### src/rtl/nand_ecc_pkg.sv
package nand_ecc_pkg;

  typedef enum logic [1:0] {
    ST_CLEAN = 2'd0,
    ST_FIXED = 2'd1,
    ST_CODE  = 2'd2,
    ST_FAIL  = 2'd3
  } chk_status_e;

  // strobes from control to datapath
  typedef struct packed {
    logic clrAcc;
    logic accEn;
    logic cmpEn;
  } ecc_ctrl_t;

endpackage

### src/rtl/nand_ecc_ctrl.sv
module nand_ecc_ctrl
  import nand_ecc_pkg::*;
#(
  parameter int SECTOR_BYTES = 512,
  localparam int IDX_W = $clog2(SECTOR_BYTES)
) (
  input  logic             clk,
  input  logic             rstN,
  input  logic             secStart,
  input  logic             byteValid,
  input  logic             cmpStrobe,
  output ecc_ctrl_t        ctrl,
  output logic [IDX_W-1:0] byteIdx,
  output logic             sectorDone
);

  localparam logic [IDX_W-1:0] LAST_IDX = IDX_W'(SECTOR_BYTES - 1);

  logic [IDX_W-1:0] byteCnt;
  logic             lastByte;

  // a byte on the start cycle is byte 0 of the new sector
  assign byteIdx  = secStart ? '0 : byteCnt;
  assign lastByte = byteValid && (byteIdx == LAST_IDX);

  always_comb begin
    ctrl.clrAcc = secStart;
    ctrl.accEn  = byteValid;
    ctrl.cmpEn  = cmpStrobe;
  end

  always_ff @(posedge clk) begin
    if (!rstN) begin
      byteCnt    <= '0;
      sectorDone <= 1'b0;
    end else begin
      sectorDone <= lastByte;
      if (byteValid)
        byteCnt <= lastByte ? '0 : byteIdx + IDX_W'(1);
      else if (secStart)
        byteCnt <= '0;
    end
  end


  done_after_byte_chk: assert property (@(posedge clk) disable iff (!rstN)
    sectorDone |-> $past(byteValid));


  done_single_chk: assert property (@(posedge clk) disable iff (!rstN)
    sectorDone |=> !sectorDone);

endmodule

### src/rtl/nand_ecc_datapath.sv
module nand_ecc_datapath
  import nand_ecc_pkg::*;
#(
  parameter int SECTOR_BYTES = 512,
  localparam int IDX_W  = $clog2(SECTOR_BYTES),
  localparam int BIT_W  = 3,
  localparam int ADDR_W = IDX_W + BIT_W,
  localparam int CODE_W = 2 * ADDR_W
) (
  input  logic              clk,
  input  logic              rstN,
  input  ecc_ctrl_t         ctrl,
  input  logic [IDX_W-1:0]  byteIdx,
  input  logic [7:0]        byteData,
  input  logic [CODE_W-1:0] storedCode,
  output logic [CODE_W-1:0] codeOut,
  output logic              chkValid,
  output logic [1:0]        chkStatus,
  output logic [IDX_W-1:0]  errByte,
  output logic [7:0]        flipMask
);

  // ---------------- parity accumulation ----------------
  logic [ADDR_W-1:0] evenPar, oddPar, evenNext, oddNext;
  logic [BIT_W-1:0]  colEven, colOdd;
  logic [IDX_W-1:0]  lineEven, lineOdd;
  logic              bytePar;

  assign bytePar = ^byteData;

  // column part: bit position inside the byte
  always_comb begin
    colEven = '0;
    colOdd  = '0;
    for (int k = 0; k < 8; k++) begin
      for (int i = 0; i < BIT_W; i++) begin
        if (k[i]) colOdd[i]  = colOdd[i]  ^ byteData[k];
        else      colEven[i] = colEven[i] ^ byteData[k];
      end
    end
  end

  // line part: one pair per byte-index bit
  genvar g;
  for (g = 0; g < IDX_W; g++) begin : g_line
    assign lineEven[g] = byteIdx[g] ? 1'b0    : bytePar;
    assign lineOdd[g]  = byteIdx[g] ? bytePar : 1'b0;
  end

  always_comb begin
    evenNext = ctrl.clrAcc ? '0 : evenPar;
    oddNext  = ctrl.clrAcc ? '0 : oddPar;
    if (ctrl.accEn) begin
      evenNext = evenNext ^ {lineEven, colEven};
      oddNext  = oddNext  ^ {lineOdd,  colOdd};
    end
  end

  always_ff @(posedge clk) begin
    if (!rstN) begin
      evenPar <= '0;
      oddPar  <= '0;
    end else begin
      evenPar <= evenNext;
      oddPar  <= oddNext;
    end
  end

  // inverted so that an erased sector matches erased spare bytes
  assign codeOut = ~{oddPar, evenPar};

  // ---------------- compare and classify ----------------
  logic [CODE_W-1:0] diff;
  logic [ADDR_W-1:0] diffHi, diffLo;
  logic [IDX_W-1:0]  hitByte;
  logic [BIT_W-1:0]  hitBit;
  chk_status_e       statusNext;
  logic [IDX_W-1:0]  byteNext;
  logic [7:0]        maskNext;

  assign diff    = storedCode ^ codeOut;
  assign diffHi  = diff[CODE_W-1:ADDR_W];
  assign diffLo  = diff[ADDR_W-1:0];
  assign hitByte = diffHi[ADDR_W-1:BIT_W];
  assign hitBit  = diffHi[BIT_W-1:0];

  always_comb begin
    statusNext = ST_FAIL;
    byteNext   = '0;
    maskNext   = '0;
    if (diff == '0) begin
      statusNext = ST_CLEAN;
    end else if ((diffHi ^ diffLo) == '1) begin
      if ({1'b0, hitByte} < (IDX_W + 1)'(SECTOR_BYTES)) begin
        statusNext = ST_FIXED;
        byteNext   = hitByte;
        maskNext   = 8'(1) << hitBit;
      end
    end else if ($onehot(diff)) begin
      statusNext = ST_CODE;
    end
  end

  always_ff @(posedge clk) begin
    if (!rstN) begin
      chkValid  <= 1'b0;
      chkStatus <= ST_CLEAN;
      errByte   <= '0;
      flipMask  <= '0;
    end else if (ctrl.cmpEn) begin
      chkValid  <= 1'b1;
      chkStatus <= statusNext;
      errByte   <= byteNext;
      flipMask  <= maskNext;
    end else begin
      chkValid  <= 1'b0;
      chkStatus <= ST_CLEAN;
      errByte   <= '0;
      flipMask  <= '0;
    end
  end


  code_hold_chk: assert property (@(posedge clk) disable iff (!rstN)
    (!ctrl.accEn && !ctrl.clrAcc) |=> $stable(codeOut));


  clear_code_chk: assert property (@(posedge clk) disable iff (!rstN)
    (ctrl.clrAcc && !ctrl.accEn) |=> (codeOut == '1));


  result_timing_chk: assert property (@(posedge clk) disable iff (!rstN)
    chkValid |-> $past(ctrl.cmpEn));


  idle_quiet_chk: assert property (@(posedge clk) disable iff (!rstN)
    !chkValid |-> (chkStatus == 2'd0 && errByte == '0 && flipMask == '0));


  fix_onehot_chk: assert property (@(posedge clk) disable iff (!rstN)
    (chkValid && chkStatus == ST_FIXED) |-> $onehot(flipMask));


  no_flip_chk: assert property (@(posedge clk) disable iff (!rstN)
    (chkStatus == ST_CODE || chkStatus == ST_FAIL) |-> (flipMask == '0 && errByte == '0));

endmodule

### src/rtl/nand_hamming_ecc.sv
module nand_hamming_ecc
  import nand_ecc_pkg::*;
#(
  parameter int SECTOR_BYTES = 512,
  localparam int IDX_W  = $clog2(SECTOR_BYTES),
  localparam int CODE_W = 2 * (IDX_W + 3)
) (
  input  logic              clk,
  input  logic              rstN,
  input  logic              secStart,
  input  logic              byteValid,
  input  logic [7:0]        byteData,
  output logic              sectorDone,
  output logic [CODE_W-1:0] codeOut,
  input  logic              cmpStrobe,
  input  logic [CODE_W-1:0] storedCode,
  output logic              chkValid,
  output logic [1:0]        chkStatus,
  output logic [IDX_W-1:0]  errByte,
  output logic [7:0]        flipMask
);

  ecc_ctrl_t        ctrl;
  logic [IDX_W-1:0] byteIdx;

  nand_ecc_ctrl #(.SECTOR_BYTES(SECTOR_BYTES)) u_ctrl (
    .clk        (clk),
    .rstN       (rstN),
    .secStart   (secStart),
    .byteValid  (byteValid),
    .cmpStrobe  (cmpStrobe),
    .ctrl       (ctrl),
    .byteIdx    (byteIdx),
    .sectorDone (sectorDone)
  );

  nand_ecc_datapath #(.SECTOR_BYTES(SECTOR_BYTES)) u_dp (
    .clk        (clk),
    .rstN       (rstN),
    .ctrl       (ctrl),
    .byteIdx    (byteIdx),
    .byteData   (byteData),
    .storedCode (storedCode),
    .codeOut    (codeOut),
    .chkValid   (chkValid),
    .chkStatus  (chkStatus),
    .errByte    (errByte),
    .flipMask   (flipMask)
  );

endmodule

### config.mk
export PLATFORM = sky130hd
export DESIGN_NAME = nand_hamming_ecc
export DESIGN_NICKNAME = d
export VERILOG_FILES = /design/src/rtl/nand_ecc_pkg.sv /design/src/rtl/nand_ecc_ctrl.sv /design/src/rtl/nand_ecc_datapath.sv /design/src/rtl/nand_hamming_ecc.sv
export SDC_FILE = /design/constraint.sdc
export NUM_CORES = 1
export LEC_CHECK = 0
export BUFFER_PORTS_ARGS = -buffer_cell sky130_fd_sc_hd__buf_4
export CORE_MARGIN = 3
export CORE_UTILIZATION = 45
export CTS_BUF_LIST = sky130_fd_sc_hd__clkbuf_16
export DETAILED_ROUTE_END_ITERATION = 10
export PLACE_DENSITY = 0.68
export SLEW_MARGIN = 15
export SYNTH_ARGS = -nofsm -noshare
export SYNTH_HDL_FRONTEND = slang
export SYNTH_HIERARCHICAL = 1
export SYNTH_SLANG_ARGS = --single-unit
### constraint.sdc
create_clock -name clk -period 8.9 [get_ports clk]
set_input_delay 1.335 -clock clk [delete_from_list [all_inputs] [get_ports clk]]
set_output_delay 1.335 -clock clk [all_outputs]
set_load 0.005 [all_outputs]
==> impl_metrics.prom <==
# TYPE chip_impl_metric gauge
chip_impl_info{name="outcome",value="finished clean"} 1
chip_impl_info{name="grt-busiest-layer",value="met2"} 1
chip_impl_metric{name="detailed_place.area",unit="um^2"} 4130
chip_impl_metric{name="number_of_iterations_in_the_first_detailed_routing_pass",unit=""} 5
chip_impl_metric{name="worstSkewPairLatency",unit="ns"} 0.29
chip_impl_metric{name="first_global_vias",unit=""} 2918
chip_impl_metric{name="synth_xor_xnor_area_share",unit="%"} 15.7
chip_impl_metric{name="grt_start_max_net_pins",unit=""} 50
chip_impl_info{name="worstSetupStartpointType",value="primary input"} 1
chip_impl_info{name="final_cell_mix",value="sky130_fd_sc_hd__buf_4, sky130_fd_sc_hd__dfxtp_1, sky130_fd_sc_hd__inv_1"} 1
chip_impl_metric{name="worstMarginPinSlew",unit="ns"} 0.753
chip_impl_metric{name="cp.depth",unit=""} 15
chip_impl_metric{name="required",unit="ns"} 9.05
chip_impl_metric{name="syn_inst",unit=""} 388
chip_impl_metric{name="post-layout-total-power",unit="mW"} 0.999
chip_impl_info{name="tritoncts_clock_tree",value="yes"} 1
chip_impl_metric{name="core-area",unit="um^2"} 7370
chip_impl_metric{name="final_nets",unit=""} 524
chip_impl_metric{name="final-setup-viol-count",unit=""} 0
chip_impl_metric{name="gpl.final_weighted_congestion",unit=""} 0.885
chip_impl_metric{name="fp.dieH",unit="um"} 93.9
chip_impl_metric{name="antenna_violations_before_repair",unit=""} 0
chip_impl_metric{name="first_pass_grt_wire_length",unit="um"} 13800
chip_impl_metric{name="path_buf_inv",unit=""} 5
chip_impl_metric{name="met3_usage",unit="%"} 3.37
chip_impl_metric{name="global_route.usage.met1",unit="%"} 24.9
chip_impl_info{name="synth_area_leader_cell",value="sky130_fd_sc_hd__dfxtp_1"} 1
chip_impl_metric{name="dieArea",unit="um^2"} 8820
chip_impl_metric{name="fin_setup_tns",unit="ns"} 0
chip_impl_info{name="timing.hold.worst.class",value="flop to flop"} 1
chip_impl_metric{name="ys_seq_area_share",unit="%"} 31.1
chip_impl_metric{name="fraction_of_final_layout_cells_with_drive_strength_greater_than_1",unit="%"} 21.2
chip_impl_metric{name="row_count",unit=""} 31
chip_impl_metric{name="power.leakage",unit="nW"} 1.85
chip_impl_info{name="cts-root-buf",value="sky130_fd_sc_hd__clkbuf_16"} 1
chip_impl_metric{name="post_synth_mux_area_share",unit="%"} 5.76
chip_impl_metric{name="initial_utilization",unit="%"} 47.2
chip_impl_metric{name="timing_max_transition_violations_final",unit=""} 0
chip_impl_metric{name="finish.cell_count_without_fillers",unit=""} 561
chip_impl_metric{name="postSynth.asyncResetShare",unit="%"} 0
chip_impl_metric{name="synth_enable_flop_cells",unit=""} 0
chip_impl_metric{name="cap_viol_max_count",unit=""} 0
chip_impl_metric{name="max-slew-margin-rel",unit="%"} 49.4
chip_impl_metric{name="syn_area_per_cell",unit="um^2"} 8.96
chip_impl_metric{name="dpl_worst_slack",unit="ns"} 3.27
chip_impl_metric{name="chipWidth",unit="um"} 93.9
chip_impl_metric{name="layout_setup_ws",unit="ns"} 3.56
chip_impl_metric{name="port-buffer-count",unit=""} 81
chip_impl_metric{name="clkSlewWorstSetupHoldPaths",unit="ns"} 0.07
chip_impl_metric{name="antenna_violating_nets_post_route",unit=""} 0
chip_impl_info{name="synth-main-ff-cell",value="sky130_fd_sc_hd__dfxtp_1"} 1
chip_impl_info{name="cp-end-kind",value="flop"} 1
chip_impl_info{name="worstPathCellList",value="buf_4 > xnor2_1 > inv_1 > fa_1 > fa_1 > inv_1 > fa_1 > inv_1 > fa_1 > inv_1 > fa_1 > ha_1 > fa_1 > nor4_1 > a31oi_1"} 1
chip_impl_metric{name="synth-compound-area-share",unit="%"} 5.11
chip_impl_metric{name="fill_cells",unit=""} 700
chip_impl_metric{name="final_cell_area",unit="um^2"} 4260
chip_impl_metric{name="dp.cells",unit=""} 553
chip_impl_metric{name="postSynthNetCount",unit=""} 451
chip_impl_metric{name="reg2regPathDepth",unit=""} 14
chip_impl_metric{name="clock-sinks",unit=""} 54
chip_impl_metric{name="layout_min_cycle_time",unit="ns"} 5.34
chip_impl_info{name="synth_top_family_by_area",value="simple AND/OR/NAND/NOR gates"} 1
chip_impl_info{name="critPathTopFamily",value="adder cells"} 1
chip_impl_metric{name="arithmetic_cell_share_of_the_synthesized_area_counting_full_adders_half_adders_and_majority_gates",unit="%"} 13.0
chip_impl_metric{name="tritoncts.num_buffers",unit=""} 5
chip_impl_metric{name="power_density",unit="nW/um^2"} 234
chip_impl_metric{name="route.final.wire_length",unit="um"} 8440
chip_impl_metric{name="cts_hold_buffers",unit=""} 0
chip_impl_metric{name="detailed_place_hpwl",unit="um"} 6740
chip_impl_metric{name="synth-simple-area-share",unit="%"} 21.2
chip_impl_metric{name="global_route.usage.met2",unit="%"} 34.7
chip_impl_metric{name="worstPathMaxFanout",unit=""} 3
chip_impl_metric{name="avgRoutedWirePerCell",unit="um"} 15.0
chip_impl_metric{name="setup_buffers_after_cts",unit=""} 0
chip_impl_info{name="grt_setup_unrepaired",value="no"} 1
chip_impl_metric{name="mappedNetlistArea",unit="um^2"} 3480
chip_impl_metric{name="hold_path_depth",unit=""} 2
chip_impl_metric{name="netlist-cell-type-count",unit=""} 40
chip_impl_metric{name="boundaryPins",unit=""} 82
chip_impl_metric{name="grt_util_all_layers",unit="%"} 19.9
chip_impl_info{name="crit_path_top_delay_cell",value="sky130_fd_sc_hd__fa_1"} 1
chip_impl_metric{name="drt-vias-per-instance",unit=""} 5.01
chip_impl_metric{name="ys_seq_elements",unit=""} 54
chip_impl_metric{name="remaining_drc_errors",unit=""} 0
chip_impl_metric{name="yosys_warnings",unit=""} 6
chip_impl_metric{name="fmax",unit="GHz"} 0.187
chip_impl_metric{name="yosys.area.top_type_share",unit="%"} 31.1
chip_impl_metric{name="antenna_cells",unit=""} 0
chip_impl_metric{name="area_growth",unit="%"} 22.6
chip_impl_metric{name="via_count",unit=""} 2811
chip_impl_metric{name="clk_path_buf_depth",unit=""} 2
chip_impl_info{name="path_class",value="primary input to flop"} 1
chip_impl_metric{name="final.setup_skew",unit="ns"} 0.00375
chip_impl_metric{name="finalCoreUtilization",unit="%"} 57.8
chip_impl_metric{name="ir_drop",unit="mV"} 0.136
chip_impl_metric{name="crit_arrival",unit="ns"} 5.49
chip_impl_info{name="synthTopCellsByArea",value="sky130_fd_sc_hd__dfxtp_1, sky130_fd_sc_hd__xnor2_1, sky130_fd_sc_hd__fa_1"} 1
chip_impl_info{name="worst_path_most_repeated_cell",value="sky130_fd_sc_hd__fa_1"} 1
chip_impl_metric{name="cts_repair_resize_count",unit=""} 0
chip_impl_metric{name="timing.hold.ws",unit="ns"} 0.533
chip_impl_metric{name="critPathMaxStageDelay",unit="ns"} 0.50
chip_impl_metric{name="detail_route.iter0.violations",unit=""} 121
chip_impl_metric{name="final_period_util",unit="%"} 60.0
chip_impl_info{name="most_frequent_standard_cell_in_the_layout_excluding_fill_and_tap_cells",value="sky130_fd_sc_hd__buf_4"} 1
chip_impl_metric{name="hold_viol",unit=""} 0
chip_impl_metric{name="htree_levels",unit=""} 2
chip_impl_metric{name="overflow",unit=""} 0
-- sequential cells by signal, indices dropped and copies added, names as in the netlist --
signal	count
u_dp/evenPar	12
u_dp/oddPar	12
u_ctrl/byteCnt	9
u_dp/errByte	9
u_dp/flipMask	8
u_dp/chkStatus	2
u_ctrl/sectorDone	1
u_dp/chkValid	1
-- worst register-to-register path: cells and delay by family (launching register included) --
family	cells	cell delay [ns]
adder cells (fa/ha/maj)	7	3.03
AO/OA/AOI/OAI	1	0.12
buffers and inverters	4	0.29
AND/OR/NAND/NOR	1	0.31
flip-flops	1	0.33
XOR/XNOR	1	0.32
-- cell type report --
cell class	count	area, um^2	area share (%)
Multi-Input combinational cell	266	2110	49.6
Clock buffer	5	125	2.94
Tap cell	99	124	2.91
Clock inverter	3	12.5	0.294
Sequential cell	54	1080	25.4
Inverter	53	199	4.67
Timing Repair Buffer	81	608	14.3
-- path summary, 6_finish.rpt --
path                        from                 to  slack (ns)
hold reg to reg   u_dp/oddPar[8]     u_dp/oddPar[8]        0.53
setup / recovery  storedCode[17]  u_dp/chkStatus[0]        3.56
hold / removal    u_dp/oddPar[8]     u_dp/oddPar[8]        0.53
setup reg to reg  u_dp/oddPar[5]  u_dp/chkStatus[0]        4.35
-- synth_stat cells, types with 4 or more instances --
cell                       number
sky130_fd_sc_hd__dfxtp_1       54
sky130_fd_sc_hd__inv_1         52
sky130_fd_sc_hd__xnor2_1       44
sky130_fd_sc_hd__nand3_1       32
sky130_fd_sc_hd__o21ai_0       22
sky130_fd_sc_hd__mux2i_1       20
sky130_fd_sc_hd__nor2_1        20
sky130_fd_sc_hd__nor3_1        19
sky130_fd_sc_hd__fa_1          17
sky130_fd_sc_hd__nand2_1       14
sky130_fd_sc_hd__nor2b_1       13
sky130_fd_sc_hd__xor2_1        11
sky130_fd_sc_hd__clkbuf_1       9
sky130_fd_sc_hd__ha_1           9
sky130_fd_sc_hd__a21oi_1        6
sky130_fd_sc_hd__and2_1         5
sky130_fd_sc_hd__nor4_1         4
-- routing by layer --
layer,vias to the layer above,routed length (um)
met5,-,0
met4,0,166
met3,14,327
met2,67,4320
met1,1326,3630
li1,1404,-
-- where the power goes --
group          internal (mW)  switching, mW  total (mW)
Sequential             0.255         0.0120       0.267
Combinational          0.243          0.304       0.546
Clock                  0.102         0.0841       0.186
Total                  0.600          0.400       0.999
-- cells by family (layout without fill, tap and decap cells) --
family                     Yosys count  after routing
muxes                               20             20
xor gates and xnor gates            59             59
and+or+nand+nor                    128            128
adders and majority gates           26             26
DFF                                 54             54
buffers and inverters               68            142
AOI/OAI and AO/OA                   33             33
Note: power is estimated with default switching activity, not from simulation.
